### config.mk
export PLATFORM = sky130hd
export DESIGN_NAME = sar_adc_ctrl
export DESIGN_NICKNAME = d
export VERILOG_FILES = /design/src/rtl/sar_ctrl_pkg.sv /design/src/rtl/sar_edge_sync.sv /design/src/rtl/sar_tick_gen.sv /design/src/rtl/sar_engine.sv /design/src/rtl/sar_adc_ctrl.sv
export SDC_FILE = /design/constraint.sdc
export NUM_CORES = 1
export LEC_CHECK = 0
export ABC_AREA = 1
export BUFFER_PORTS_ARGS = -buffer_cell sky130_fd_sc_hd__buf_2
export CAP_MARGIN = 20
export CORE_ASPECT_RATIO = 0.8
export CORE_MARGIN = 4
export CORE_UTILIZATION = 59
export CTS_CLUSTER_SIZE = 14
export DETAILED_ROUTE_END_ITERATION = 8
export GPL_TIMING_DRIVEN = 0
export PLACE_DENSITY_LB_ADDON = 0.15
export SYNTH_ARGS = -nofsm -noshare
export SYNTH_HDL_FRONTEND = slang
export SYNTH_SLANG_ARGS = --single-unit
export TNS_END_PERCENT = 50
### constraint.sdc
create_clock -name clk -period 2.19 [get_ports clk]
set_input_delay 0.3285 -clock clk [delete_from_list [all_inputs] [get_ports clk]]
set_output_delay 0.3285 -clock clk [all_outputs]
set_load 0.005 [all_outputs]
### src/rtl/sar_ctrl_pkg.sv
package sar_ctrl_pkg;

  typedef enum logic {
    CLK_EXT = 1'b0,
    CLK_INT = 1'b1
  } clk_mode_e;

  typedef struct packed {
    logic lvl;
    logic rise;
    logic fall;
  } edge_t;

endpackage

### src/rtl/sar_edge_sync.sv
module sar_edge_sync
  import sar_ctrl_pkg::*;
#(
  parameter int   STAGES  = 2,
  parameter logic RST_VAL = 1'b0
) (
  input  logic  clk,
  input  logic  rst,
  input  logic  din,
  output edge_t ev
);

  logic [STAGES:0] sh;

  always_ff @(posedge clk) begin
    if (rst) sh <= {(STAGES+1){RST_VAL}};
    else     sh <= {sh[STAGES-1:0], din};
  end

  always_comb begin
    ev.lvl  = sh[STAGES-1];
    ev.rise = sh[STAGES-1] & ~sh[STAGES];
    ev.fall = ~sh[STAGES-1] & sh[STAGES];
  end

endmodule

### src/rtl/sar_tick_gen.sv
module sar_tick_gen #(
  parameter int DIV = 4
) (
  input  logic clk,
  input  logic rst,
  input  logic en,
  output logic tick
);

  localparam int CW = (DIV > 1) ? $clog2(DIV) : 1;

  logic [CW-1:0] cnt;

  always_ff @(posedge clk) begin
    if (rst || !en) begin
      cnt  <= '0;
      tick <= 1'b0;
    end else if (cnt == CW'(DIV-1)) begin
      cnt  <= '0;
      tick <= 1'b1;
    end else begin
      cnt  <= cnt + 1'b1;
      tick <= 1'b0;
    end
  end

  AST_OSC_STOPPED: assert property (@(posedge clk) disable iff (rst)
    !en |=> !tick);

endmodule

### src/rtl/sar_engine.sv
module sar_engine #(
  parameter int W = 12
) (
  input  logic         clk,
  input  logic         rst,
  input  logic         clr,
  input  logic         start,
  input  logic         step,
  input  logic         cmp,
  output logic [W-1:0] code,
  output logic         last
);

  localparam logic [W-1:0] MSB = {1'b1, {(W-1){1'b0}}};

  logic [W-1:0] mask;

  always_ff @(posedge clk) begin
    if (rst || clr) begin
      code <= '0;
      mask <= '0;
      last <= 1'b0;
    end else begin
      last <= 1'b0;
      if (start) begin
        code <= MSB;
        mask <= MSB;
      end else if (step && (mask != '0)) begin
        code <= (cmp ? code : (code & ~mask)) | (mask >> 1);
        mask <= mask >> 1;
        last <= mask[0];
      end
    end
  end

  AST_SAR_MSB_FIRST: assert property (@(posedge clk) disable iff (rst)
    (start && !clr) |=> (code == MSB));

  AST_SAR_KEEP_BIT: assert property (@(posedge clk) disable iff (rst)
    (step && !start && !clr && cmp && (mask != '0)) |=> ((code & $past(mask)) != '0));

  AST_SAR_CLEAR: assert property (@(posedge clk) disable iff (rst)
    clr |=> (code == '0));

endmodule

### src/rtl/sar_adc_ctrl.sv
module sar_adc_ctrl
  import sar_ctrl_pkg::*;
#(
  parameter int RES     = 10,
  parameter int SUB     = 2,
  parameter int OSC_DIV = 4,
  parameter int SYNC    = 2
) (
  input  logic                 clk,
  input  logic                 rst,
  input  logic                 cs_n,
  input  logic                 sclk,
  input  logic                 cmp_hi,
  output logic                 track,
  output logic [RES+SUB-1:0]   dac_code,
  output logic                 ch_sel,
  output logic                 dout,
  output logic                 dout_oe
);

  localparam int SAR_W = RES + SUB;
  localparam int LEAD  = 3;
  localparam int FRAME = LEAD + 1 + SAR_W;
  localparam int IDXW  = $clog2(FRAME + 2);

  edge_t cs_e, sk_e;
  clk_mode_e mode;
  logic active, conv, chan, tick, eng_last, eng_start, eng_step, eng_clr, nb;
  logic [IDXW-1:0]  idx, nxt, ridx;
  logic [SAR_W-1:0] code, shv;

  sar_edge_sync #(.STAGES(SYNC), .RST_VAL(1'b1)) u_cs_sync (
    .clk(clk), .rst(rst), .din(cs_n), .ev(cs_e));

  sar_edge_sync #(.STAGES(SYNC), .RST_VAL(1'b0)) u_sk_sync (
    .clk(clk), .rst(rst), .din(sclk), .ev(sk_e));

  sar_tick_gen #(.DIV(OSC_DIV)) u_osc (
    .clk(clk), .rst(rst), .en(active && conv && (mode == CLK_INT)), .tick(tick));

  always_comb begin
    eng_clr   = cs_e.rise;
    eng_start = active && !cs_e.rise && sk_e.fall && track &&
                ((mode == CLK_INT) || (idx == IDXW'(LEAD-1)));
    if (mode == CLK_INT)
      eng_step = active && !cs_e.rise && conv && tick;
    else
      eng_step = active && !cs_e.rise && sk_e.fall &&
                 (idx >= IDXW'(LEAD)) && (idx <= IDXW'(LEAD+SAR_W-1));
  end

  sar_engine #(.W(SAR_W)) u_sar (
    .clk(clk), .rst(rst), .clr(eng_clr), .start(eng_start), .step(eng_step),
    .cmp(cmp_hi), .code(code), .last(eng_last));

  // next frame bit, indexed from 1
  always_comb begin
    nxt  = idx + 1'b1;
    ridx = IDXW'(FRAME) - nxt;
    shv  = code >> ridx;
    if (nxt <= IDXW'(LEAD))        nb = 1'b1;
    else if (nxt == IDXW'(LEAD+1)) nb = chan;
    else if (nxt <= IDXW'(FRAME))  nb = shv[0];
    else                           nb = 1'b0;
  end

  always_ff @(posedge clk) begin
    if (rst) begin
      mode <= CLK_EXT; active <= 1'b0; conv <= 1'b0; chan <= 1'b0;
      idx <= '0; track <= 1'b0; dout <= 1'b0; dout_oe <= 1'b0;
    end else if (cs_e.rise) begin
      if (active) chan <= ~chan;
      active <= 1'b0; conv <= 1'b0; idx <= '0;
      track <= 1'b0; dout <= 1'b0; dout_oe <= 1'b0;
    end else if (cs_e.fall) begin
      active  <= 1'b1;
      conv    <= 1'b0;
      track   <= 1'b1;
      dout_oe <= 1'b1;
      mode    <= sk_e.lvl ? CLK_INT : CLK_EXT;
      idx     <= sk_e.lvl ? IDXW'(0) : IDXW'(1);
      dout    <= ~sk_e.lvl;
    end else if (active) begin
      if (mode == CLK_INT) begin
        if (track && sk_e.fall) begin
          track <= 1'b0;
          conv  <= 1'b1;
        end else if (conv && eng_last) begin
          conv <= 1'b0;
          idx  <= IDXW'(1);
          dout <= 1'b1;
        end else if (!conv && !track && (idx != '0) && sk_e.fall) begin
          if (idx <= IDXW'(FRAME)) idx <= nxt;
          dout <= nb;
        end
      end else if (sk_e.fall) begin
        if (idx == IDXW'(LEAD-1)) track <= 1'b0;
        if (idx <= IDXW'(FRAME)) idx <= nxt;
        dout <= nb;
      end
    end
  end

  assign dac_code = code;
  assign ch_sel   = chan;

  AST_MODE_INT_PICK: assert property (@(posedge clk) disable iff (rst)
    (cs_e.fall && sk_e.lvl) |=> (track && !dout && dout_oe));
  AST_MODE_EXT_PICK: assert property (@(posedge clk) disable iff (rst)
    (cs_e.fall && !sk_e.lvl) |=> (track && dout && dout_oe));
  AST_EXT_RISE_QUIET: assert property (@(posedge clk) disable iff (rst)
    (sk_e.rise && (mode == CLK_EXT) && !cs_e.rise && !cs_e.fall) |=> $stable(dac_code));
  AST_TRAIL_ZERO: assert property (@(posedge clk) disable iff (rst)
    (active && sk_e.fall && !cs_e.rise && !track && !conv && (idx >= IDXW'(FRAME))) |=> !dout);
  AST_HIZ_SHDN: assert property (@(posedge clk) disable iff (rst)
    cs_e.lvl |=> !dout_oe);
  AST_DOUT_EVENTS: assert property (@(posedge clk) disable iff (rst)
    (!sk_e.fall && !cs_e.fall && !cs_e.rise && !eng_last) |=> $stable(dout));
  AST_CHAN_ALT: assert property (@(posedge clk) disable iff (rst)
    (cs_e.rise && active) |=> (ch_sel != $past(ch_sel)));
  AST_ABORT_TRACK: assert property (@(posedge clk) disable iff (rst)
    cs_e.rise |=> (!track && (dac_code == '0)));

endmodule

After elaboration in Yosys (flattened, before gate mapping)

Index checks and enable logic that the tools add are counted.

Output and inout port bits: 16
Bits in registers: 45
Bits of input ports: 5

Bitwise logic cells: 12
Reduce and logical (&&, ||, !) cells: 40
Magnitude comparators: 5
$add $sub $neg: 3
Equal/unequal tests: 6
Shifts and indexed selects: 1
Mux-type cells: 35

Operators by type and width:

| operator                                                                         | count |
|---|---|
| 12-bit two-way mux                                                               | 5 |
| 5-bit two-way mux                                                                | 8 |
| 1-bit two-way mux                                                                | 22 |
| 1-bit logical AND                                                                | 16 |
| 12-bit AND                                                                       | 1 |
| 12-bit inverter                                                                  | 1 |
| 12-bit by 11-bit bitwise OR with 12-bit output                                   | 1 |
| 12-bit nonzero test                                                              | 1 |
| 12-bit by 5-bit right shift with 1-bit output                                    | 1 |
| 5-bit less-or-equal comparator, second input constant                            | 2 |
| 4-bit AND reduction                                                              | 2 |
| 1-bit inverter                                                                   | 6 |
| 2-bit nonzero test                                                               | 3 |
| 3-bit nonzero test                                                               | 2 |
| 2-bit OR reduction                                                               | 3 |
| 3-bit OR reduction                                                               | 2 |
| 5-bit by 1-bit adder with 5-bit output, second input constant                    | 1 |
| 5-bit by 2-bit == test with 1-bit output, second input constant                  | 1 |
| 5-bit by 3-bit == test with 1-bit output, second input constant                  | 1 |
| 5-bit by 2-bit >= comparator with 1-bit output, second input constant            | 1 |
| 5-bit by 2-bit less-or-equal comparator with 1-bit output, second input constant | 1 |
| 5-bit by 4-bit less-or-equal comparator with 1-bit output, second input constant | 1 |
| 5-bit nonzero test                                                               | 1 |
| 5-bit subtractor, first input constant                                           | 1 |
| other kinds (10)                                                                 | 18 |

Depth between registers and ports, before layout

Gate-level depths: netlist (run 1).

Depth in word-level cells: 12
Depth in mapped cells: 15
Mapped depth without buffers: 14

Cells and area by module

From an unflattened synthesis (run 1), not the netlist that was laid out.

Cells, all modules: 366
Area, all modules: 2,439.8 um^2

Modules (own cells, without submodules):

| module                    | area an instance (um^2) | instances | seq. area each (um^2) | cells an instance |
|---|---|---|---|---|
| sar_engine                | 1,072.3                 | 1         | 500.5                 | 146 |
| sar_adc_ctrl              | 1,052.3                 | 1         | 220.2                 | 181 |
| sar_tick_gen              | 108.9                   | 1         | 60.1                  | 12 |
| sar_edge_sync (u_cs_sync) | 105.1                   | 1         | 60.1                  | 14 |
| sar_edge_sync (u_sk_sync) | 101.3                   | 1         | 60.1                  | 13 |

Worst setup path after synthesis (run 1)

Ideal clock, no wire load.

Path kind: reg2reg
Start point: register idx[1]
End point: register dout
Period minus slack after synthesis: 1.786 ns
Cell stages (with the launch flop): 13
Buffers on the path: 0
Arrival: 1.716 ns
Slack: 0.404 ns
Path through: dfxtp_1 > ha_1 > nand3_1 > nand2_1 > nand2_1 > inv_1 > ha_1 > or2_0 > a21oi_1 > nand3_1 > nand2_1 > nand2_1 > a21oi_1

Cells in the longest elaborated chain, start to end: 12

Ends and longest elaborated chain:

| item                                          | RTL line           | source |
|---|---|---|
| start: declaration                            | sar_adc_ctrl.sv:29 | `logic [IDXW-1:0] idx, nxt, ridx;` |
| start signal: assignment                      | sar_adc_ctrl.sv:81 | `idx <= sk_e.lvl ? IDXW'(0) : IDXW'(1);` |
| start signal: assignment                      | sar_adc_ctrl.sv:93 | `if (idx <= IDXW'(FRAME)) idx <= nxt;` |
| start signal: assignment                      | sar_adc_ctrl.sv:98 | `if (idx <= IDXW'(FRAME)) idx <= nxt;` |
| 5-bit by 1-bit adder with 5-bit output        | sar_adc_ctrl.sv:58 | `nxt = idx + 1'b1;` |
| 5-bit subtractor                              | sar_adc_ctrl.sv:59 | `ridx = IDXW'(FRAME) - nxt;` |
| 12-bit by 5-bit right shift with 1-bit output | sar_adc_ctrl.sv:60 | `shv = code >> ridx;` |
| 1-bit two-way mux                             | sar_adc_ctrl.sv:63 | `else if (nxt <= IDXW'(FRAME)) nb = shv[0];` |
| 1-bit two-way mux                             | sar_adc_ctrl.sv:62 | `else if (nxt == IDXW'(LEAD+1)) nb = chan;` |
| 1-bit two-way mux                             | sar_adc_ctrl.sv:61 | `if (nxt <= IDXW'(LEAD)) nb = 1'b1;` |
| 1-bit two-way mux                             | sar_adc_ctrl.sv:92 | `end else if (!conv && !track && (idx != '0) && sk_e.fall) begin` |
| 1-bit two-way mux                             | sar_adc_ctrl.sv:88 | `end else if (conv && eng_last) begin` |
| 1-bit two-way mux                             | sar_adc_ctrl.sv:85 | `if (track && sk_e.fall) begin` |
| 1-bit two-way mux                             | sar_adc_ctrl.sv:84 | `if (mode == CLK_INT) begin` |
| 1-bit two-way mux                             | sar_adc_ctrl.sv:83 | `end else if (active) begin` |
| 1-bit two-way mux                             | sar_adc_ctrl.sv:75 | `end else if (cs_e.fall) begin` |
| end signal: assignment                        | sar_adc_ctrl.sv:82 | `dout <= ~sk_e.lvl;` |
| end signal: assignment                        | sar_adc_ctrl.sv:94 | `dout <= nb;` |
| end signal: assignment                        | sar_adc_ctrl.sv:99 | `dout <= nb;` |
| end: declaration                              | sar_adc_ctrl.sv:17 | `output logic dout,` |

Parallel ways exist; a longest one is shown, timed or not. The select of a mux whose other input is x is not followed.
A chain may end at the register's enable or synchronous reset.

Worst setup path in the final report (run 1)

Start point: register idx[0]
End point: register dout

The elaborated chain is that of the path after synthesis.

==> results.sh, run 1 <==
export IMPL_status="finished, final reports clean"
export IMPL_powerDensity_mw_per_mm2=592.9
export IMPL_seq_area_frac_synth_pct=36.75
export IMPL_clock_latency_ps=320
export IMPL_synthDistinctLibCells=35
export IMPL_setup_viol=0
export IMPL_power_leakage_nw=1.251
export IMPL_place_area_mm2=0.002615
export IMPL_ios=21
export IMPL_fin_crit_ps=1933
export IMPL_grt_max_degree=16
export IMPL_cap_viol_max_count=0
export IMPL_cts_repair_resized=0
export IMPL_grt_util_met3_pct=4.658
export IMPL_post_drt_wl_per_cell_um=12.77
export IMPL_cts_sinks=45
export IMPL_die_h_um=65.65
export IMPL_cts_clk_slew_worst_paths_ps=90
export IMPL_cp_start_kind="flip-flop"
export IMPL_intPower_w=0.001161
export IMPL_grt_pass1_wl_mm=9.273
export IMPL_cp_arrival_ps=2180
export IMPL_mostFrequentLayoutCells="113 x nand2_1, 42 x dfxtp_1, 37 x inv_1, 30 x a21oi_1, 29 x nor2_1"
export IMPL_finalWirelength_mm=5.491
export IMPL_seqPwrFrac_pct=52.7
export IMPL_groute_usage_overall_pct=22.71
export IMPL_nets=384
export IMPL_crit_path_end_kind="flip-flop"
export IMPL_ir_drop_v=0.0004222
export IMPL_startpoint="idx[0]$_SDFFE_PP0P_"
export IMPL_cp_max_fo=11
export IMPL_final_common_cell="nand2_1"
export IMPL_insertedDiodeCount=0
export IMPL_period_share_pct=88.27
export IMPL_skew_ps=11.33
export IMPL_power_switching_w=0.0004515
export IMPL_drt_iter0_markers=217
export IMPL_ant_nets=0
export IMPL_required_ps=2440
export IMPL_port_buffers=19
export IMPL_synth_area_leaders="dfxtp_1 37%, nand2_1 17%, a21oi_1 6.1%, inv_1 5.7%, a21oi_2 5.0%"
export IMPL_grt_overflow_total=0
export IMPL_finalInstanceArea_mm2=0.002720
export IMPL_max_freq_mhz=517.3
export IMPL_syn_num_nets=358
export IMPL_holdCritPathClass="in -> reg"
export IMPL_comb_power_share_pct=12.0
export IMPL_vias=2273
export IMPL_busiest_layer="met2"
export IMPL_die_width_um=80.06
export IMPL_clockPowerShare_pct=35.3
export IMPL_ys_seq_elements=45
export IMPL_core_area_mm2=0.003904
export IMPL_fill_cells=345
export IMPL_reg2reg_depth=12
export IMPL_yosysWarnings=0
export IMPL_use_met1_pct=30.71
export IMPL_viasPerCell=5.286
export IMPL_netlist_area_mm2=0.002451
export IMPL_rows=20
export IMPL_hold_violations=0
export IMPL_holdWs_ps=183.5
export IMPL_post_route_drc_count=0
export IMPL_rrSetupSlack_ps=260
export IMPL_setup_tns_ps=0
export IMPL_drive_gt1_share_pct=22.40
export IMPL_met2_usage_pct=35.23
export IMPL_syn_to_final_growth_pct=10.98
export IMPL_initial_core_util_pct=62.79
export IMPL_r2r_start="idx[0]$_SDFFE_PP0P_"
export IMPL_syn_instance_count=348
export IMPL_dp_hpwl_mm=4.086
export IMPL_synth_area_per_cell_um2=7.043
export IMPL_htreeDepth=2
export IMPL_gp_congestion=0.8692
export IMPL_worstSetupEndpoint="dout$_SDFFE_PP0P_"
export IMPL_rsz0062_at_grt="no"
export IMPL_rr_endpoint="dout$_SDFFE_PP0P_"
export IMPL_drtPass1Iterations=5
export IMPL_tightestPinTransition_ps=673.0
export IMPL_clockBufferDepth=2
export IMPL_relSlewSlack_pct=55.13
export IMPL_p_sw_share_pct=27.99
export IMPL_cts_buffers=5
export IMPL_synth_largest_area_cell="dfxtp_1"
export IMPL_cts_tree="done"
export IMPL_postCtsHoldBufs=0
export IMPL_crit_type="reg -> reg"
export IMPL_cts_root_buf="clkbuf_8"
export IMPL_grt_pass1_vias=2061
export IMPL_postCtsSetupBuffers=0
export IMPL_slew_violations=0
export IMPL_antenna_found_initial=0
export IMPL_synth_top_area_share_pct=36.75
export IMPL_die_area_mm2=0.005256
## final cells by class
| cell class | instances | area (µm²) | area share [%] |
|---|---|---|---|
| clock inverter | 2 | 16.27 | 0.5980 |
| tap | 55 | 68.82 | 2.530 |
| multi-input combinational | 248 | 1287 | 47.33 |
| sequential | 45 | 904.6 | 33.26 |
| timing repair buffer | 19 | 95.09 | 3.496 |
| buffer | 11 | 90.09 | 3.312 |
| inverter | 44 | 175.2 | 6.440 |
| clock buffer | 6 | 82.58 | 3.036 |
## how the worst min path moves through the flow
stage | from | end | slack [ps] | cells past startpoint
after floorplan | u_sk_sync.sh[0]$_SDFF_PP0_ | u_sk_sync.sh[1]$_SDFF_PP0_ | 390 | 2
after global placement | u_sk_sync.sh[0]$_SDFF_PP0_ | u_sk_sync.sh[1]$_SDFF_PP0_ | 390 | 2
after detailed placement | u_sk_sync.sh[0]$_SDFF_PP0_ | u_sk_sync.sh[1]$_SDFF_PP0_ | 390 | 2
after CTS | cs_n | u_cs_sync.sh[0]$_SDFF_PP1_ | 190 | 2
after global routing | cs_n | u_cs_sync.sh[0]$_SDFF_PP1_ | 180 | 2
final | cs_n | u_cs_sync.sh[0]$_SDFF_PP1_ | 180 | 2
## routing by layer
metal | vias up | part of all wire (%) | wire [µm]
li1 | 1169 | - | -
met4 | 0 | 1.7 | 93
met2 | 54 | 45 | 2447
met1 | 1041 | 48 | 2624
met5 | - | 0 | 0
met3 | 9 | 5.9 | 326
## synth_stat cells, drive strengths merged
cell type	n
o211ai	2
dfxtp	45
xnor2	1
buf	10
inv	43
or2	3
nand2	118
ha	5
clkinv	1
a21oi	44
o21ai	16
a21boi	2
a211oi	2
xor2	1
nand4	9
clkbuf	1
nand3	13
nor4	2
nor3	1
nor2	29
## stage by stage
step | worst slack (ps) | util, % | instances | total power, W
5_1_grt | 0.2898 | 69.68 | 430 | 0.001679
3_5_place_dp | 154.6 | 66.99 | 422 | 0.001059
6_report | 256.9 | 69.68 | 430 | 0.001613
4_1_cts | 127.9 | 69.52 | 430 | 0.001610
2_1_floorplan | 404.5 | - | 348 | 0.001015
3_3_place_gp | 171.0 | 66.99 | 422 | 0.001054
## kinds of logic (layout without fill, tap and decap cells)
logic type	Yosys count	count (layout)	share of synthesized area [%]
and+or+nand+nor	175	175	31.14
AOI/OAI and AO/OA	66	66	18.02
buffers and inverters	55	82	10.82
DFF	45	45	36.75
adders and majority gates	5	5	2.552
xor gates and xnor gates	2	2	0.7148
## sequential cells by signal (all words and copies together), names as in the netlist, 2 cells and up
signal and cells:
u_sar.code 12, u_sar.mask 12, idx 5, u_cs_sync.sh 3
u_sk_sync.sh 3, u_osc.cnt 2
## power by group through the flow
| stage | logic, W | clock network, W | registers, W |
|---|---|---|---|
| 3_5_place_dp | 0.000192 | 0 | 0.000867 |
| 6_report | 0.000194 | 0.000569 | 0.000849 |
| 3_3_place_gp | 0.000188 | 0 | 0.000866 |
| 2_1_floorplan | 0.000151 | 0 | 0.000864 |
| 5_1_grt | 0.000221 | 0.000606 | 0.000852 |
| 4_1_cts | 0.000193 | 0.000569 | 0.000848 |
## critical path, cell delays in order (launching register included)
cell	delay, ps
dfxtp_2	350
inv_1	60
buf_2	220
ha_2	340
inv_1	60
nand2_1	100
a21oi_2	140
nand2_1	90
a21oi_1	150
nand3_1	100
nand2_1	80
nand2_1	50
a21oi_1	110
(Power assumes the default switching activity.)
==> run 2: changes to the inputs <==
CORE_MARGIN = 8   (was 4)
HOLD_SLACK_MARGIN = 0.03   (was default)
clock period = 2.1 ns   (was 2.19 ns; I/O delays follow)
==> run 2 against run 1 <==
Net effect:
- clock power is 14% higher
- worst setup slack got worse by 92 ps
- clock skew fell by 7.2 ps
- highest routed layer unchanged
==> results.sh, run 2 (synthesized netlist as in run 1, its figures left out) <==
export IMPL_status="finished, final reports clean"
export IMPL_holdCritPathClass="in -> reg"
export IMPL_cp_common_cell="inv_1"
export IMPL_fin_crit_ps=1936
export IMPL_hold_start="cs_n"
export IMPL_post_route_drc_count=0
export IMPL_finalWirelength_mm=5.373
export IMPL_viasPerCell=5.176
export IMPL_grt_pass1_wl_mm=9.535
export IMPL_drt_iter0_markers=140
export IMPL_setup_viol=0
export IMPL_skew_ps=4.086
export IMPL_dp_hpwl_mm=4.061
export IMPL_cts_buffers=5
export IMPL_power_leakage_nw=1.258
export IMPL_rows=21
export IMPL_crit_type="reg -> reg"
export IMPL_cts_clk_slew_worst_paths_ps=90
export IMPL_drive_gt1_share_pct=22.40
export IMPL_clock_latency_ps=290
export IMPL_groute_usage_overall_pct=18.36
export IMPL_max_stage_delay_ps=370
export IMPL_crit_path_end_kind="flip-flop"
export IMPL_largestRegisters="u_sar.code x12, u_sar.mask x12, idx x5"
export IMPL_cap_viol_max_count=0
export IMPL_seq_area_um2=905.9
export IMPL_rr_endpoint="u_sar.mask[8]$_SDFFE_PP0P_"
export IMPL_gp_congestion=0.8665
export IMPL_post_drt_wl_per_cell_um=12.44
export IMPL_die_width_um=88.06
export IMPL_cp_arrival_ps=2160
export IMPL_dp_cells=424
export IMPL_cts_tree="done"
export IMPL_initial_core_util_pct=59.80
export IMPL_htreeDepth=2
export IMPL_powerDensity_mw_per_mm2=633.5
export IMPL_tightestPinTransition_ps=629.2
export IMPL_nets=384
export IMPL_rrSetupSlack_ps=160
export IMPL_required_ps=2320
export IMPL_cts_root_buf="clkbuf_8"
export IMPL_final_cell_count_no_fill=432
export IMPL_die_h_um=73.65
export IMPL_reg2reg_depth=12
export IMPL_postCtsSetupBuffers=0
export IMPL_ir_drop_v=0.0004186
export IMPL_slew_violations=0
export IMPL_slowest_stage="dfxtp_4"
export IMPL_insertedDiodeCount=0
export IMPL_setup_tns_ps=0
export IMPL_cp_max_fo=11
export IMPL_drtPass1Iterations=4
export IMPL_antenna_found_initial=0
export IMPL_period_share_pct=92.17
export IMPL_crit_chain="inv_1 > buf_2 > ha_1 > inv_1 > nand4_2 > nand3_2 > o21ai_2 > nand2_4 > inv_4 > buf_6 > nand2_1 > a21oi_1"
export IMPL_ios=21
export IMPL_syn_to_final_growth_pct=12.25
export IMPL_grt_pass1_vias=2134
export IMPL_cp_start_kind="flip-flop"
export IMPL_multi_input_area_mm2=0.001303
export IMPL_clockBufferDepth=2
export IMPL_cts_sinks=45
export IMPL_grt_max_degree=15
export IMPL_whs_path_depth=2
export IMPL_grt_overflow_total=0
export IMPL_vias=2236
export IMPL_whs_endpoint="u_cs_sync.sh[0]$_SDFF_PP1_"
export IMPL_max_freq_mhz=516.6
export IMPL_die_area_mm2=0.006486
export IMPL_ant_nets=0
export IMPL_core_area_mm2=0.004099
export IMPL_final_common_cell="nand2_1"
export IMPL_mostFrequentLayoutCells="112 x nand2_1, 43 x dfxtp_1, 37 x inv_1, 30 x a21oi_1, 29 x nor2_1"
export IMPL_r2r_start="idx[0]$_SDFFE_PP0P_"
export IMPL_port_buffers=19
export IMPL_fill_cells=372
export IMPL_relSlewSlack_pct=58.06
export IMPL_hold_violations=0
==> run 2: layout make-up <==
class,count,area share [%]
Buffer,11,3.274
Timing Repair Buffer,19,3.456
Inverter,44,6.367
Clock buffer,6,2.638
Sequential cell,45,32.92
Multi-Input combinational cell,248,47.34
Clock inverter,2,1.410
Tap cell,57,2.592
==> run 2: timing repair <==
| action | in CTS | in global routing |
|---|---|---|
| resized for setup | 0 | 7 |
| hold buffers | 0 | 0 |
| setup endpoints to repair | 0 | 1 |
==> run 2: worst max-delay path by stage <==
stage / start / endpoint
detailed placement: idx[0]$_SDFFE_PP0P_ / dout$_SDFFE_PP0P_
CTS: idx[0]$_SDFFE_PP0P_ / dout$_SDFFE_PP0P_
global placement: idx[0]$_SDFFE_PP0P_ / dout$_SDFFE_PP0P_
finish: idx[0]$_SDFFE_PP0P_ / u_sar.mask[8]$_SDFFE_PP0P_
global route: idx[1]$_SDFFE_PP0P_ / dout$_SDFFE_PP0P_
floorplan: idx[1]$_SDFFE_PP0P_ / dout$_SDFFE_PP0P_
==> run 2: per-layer routing <==
| metal | up-vias | global-route usage (%) | part of all wire, % |
|---|---|---|---|
| li1 | 1168 | - | - |
| met1 | 1019 | 25.33 | 51 |
| met2 | 44 | 28.08 | 44 |
| met3 | 5 | 3.352 | 4.4 |
| met4 | 0 | 5.607 | 1.0 |
| met5 | - | 0 | 0 |
==> run 2: stage by stage <==
| stage | power [W] | area (µm²) | utilization, % | worst slack (ps) | hold WS (ps) |
|---|---|---|---|---|---|
| final | 0.001743 | 2751 | 67.12 | 164.4 | 196.9 |
| after global routing | 0.001828 | 2751 | 67.12 | -1.136 | 195.4 |
| after CTS | 0.001751 | 2729 | 66.58 | 2.744 | 189.8 |
| after detailed placement | 0.001103 | 2618 | 63.86 | 35.12 | 397.8 |
| after global placement | 0.001099 | 2618 | 63.86 | 75.76 | 392.4 |
| after floorplan | 0.001059 | 2451 | - | 314.5 | 388.3 |
==> run 2: critical path: cells and delay by family (launching register included) <==
family / cells / cell delay, ps
flops: 1 / 370
compound gates: 2 / 360
buf+inv: 5 / 610
simple gates: 4 / 320
fa+ha+maj: 1 / 210
==> run 2: report_power, final <==
group	switching (W)	total [W]	leakage (nW)	internal [W]
Sequential	0.0000168	0.000884	0.365	0.000867
Combinational	0.000134	0.000209	0.837	0.0000751
Clock	0.000293	0.000650	0.0554	0.000357
Total	0.000443	0.00174	1.26	0.00130
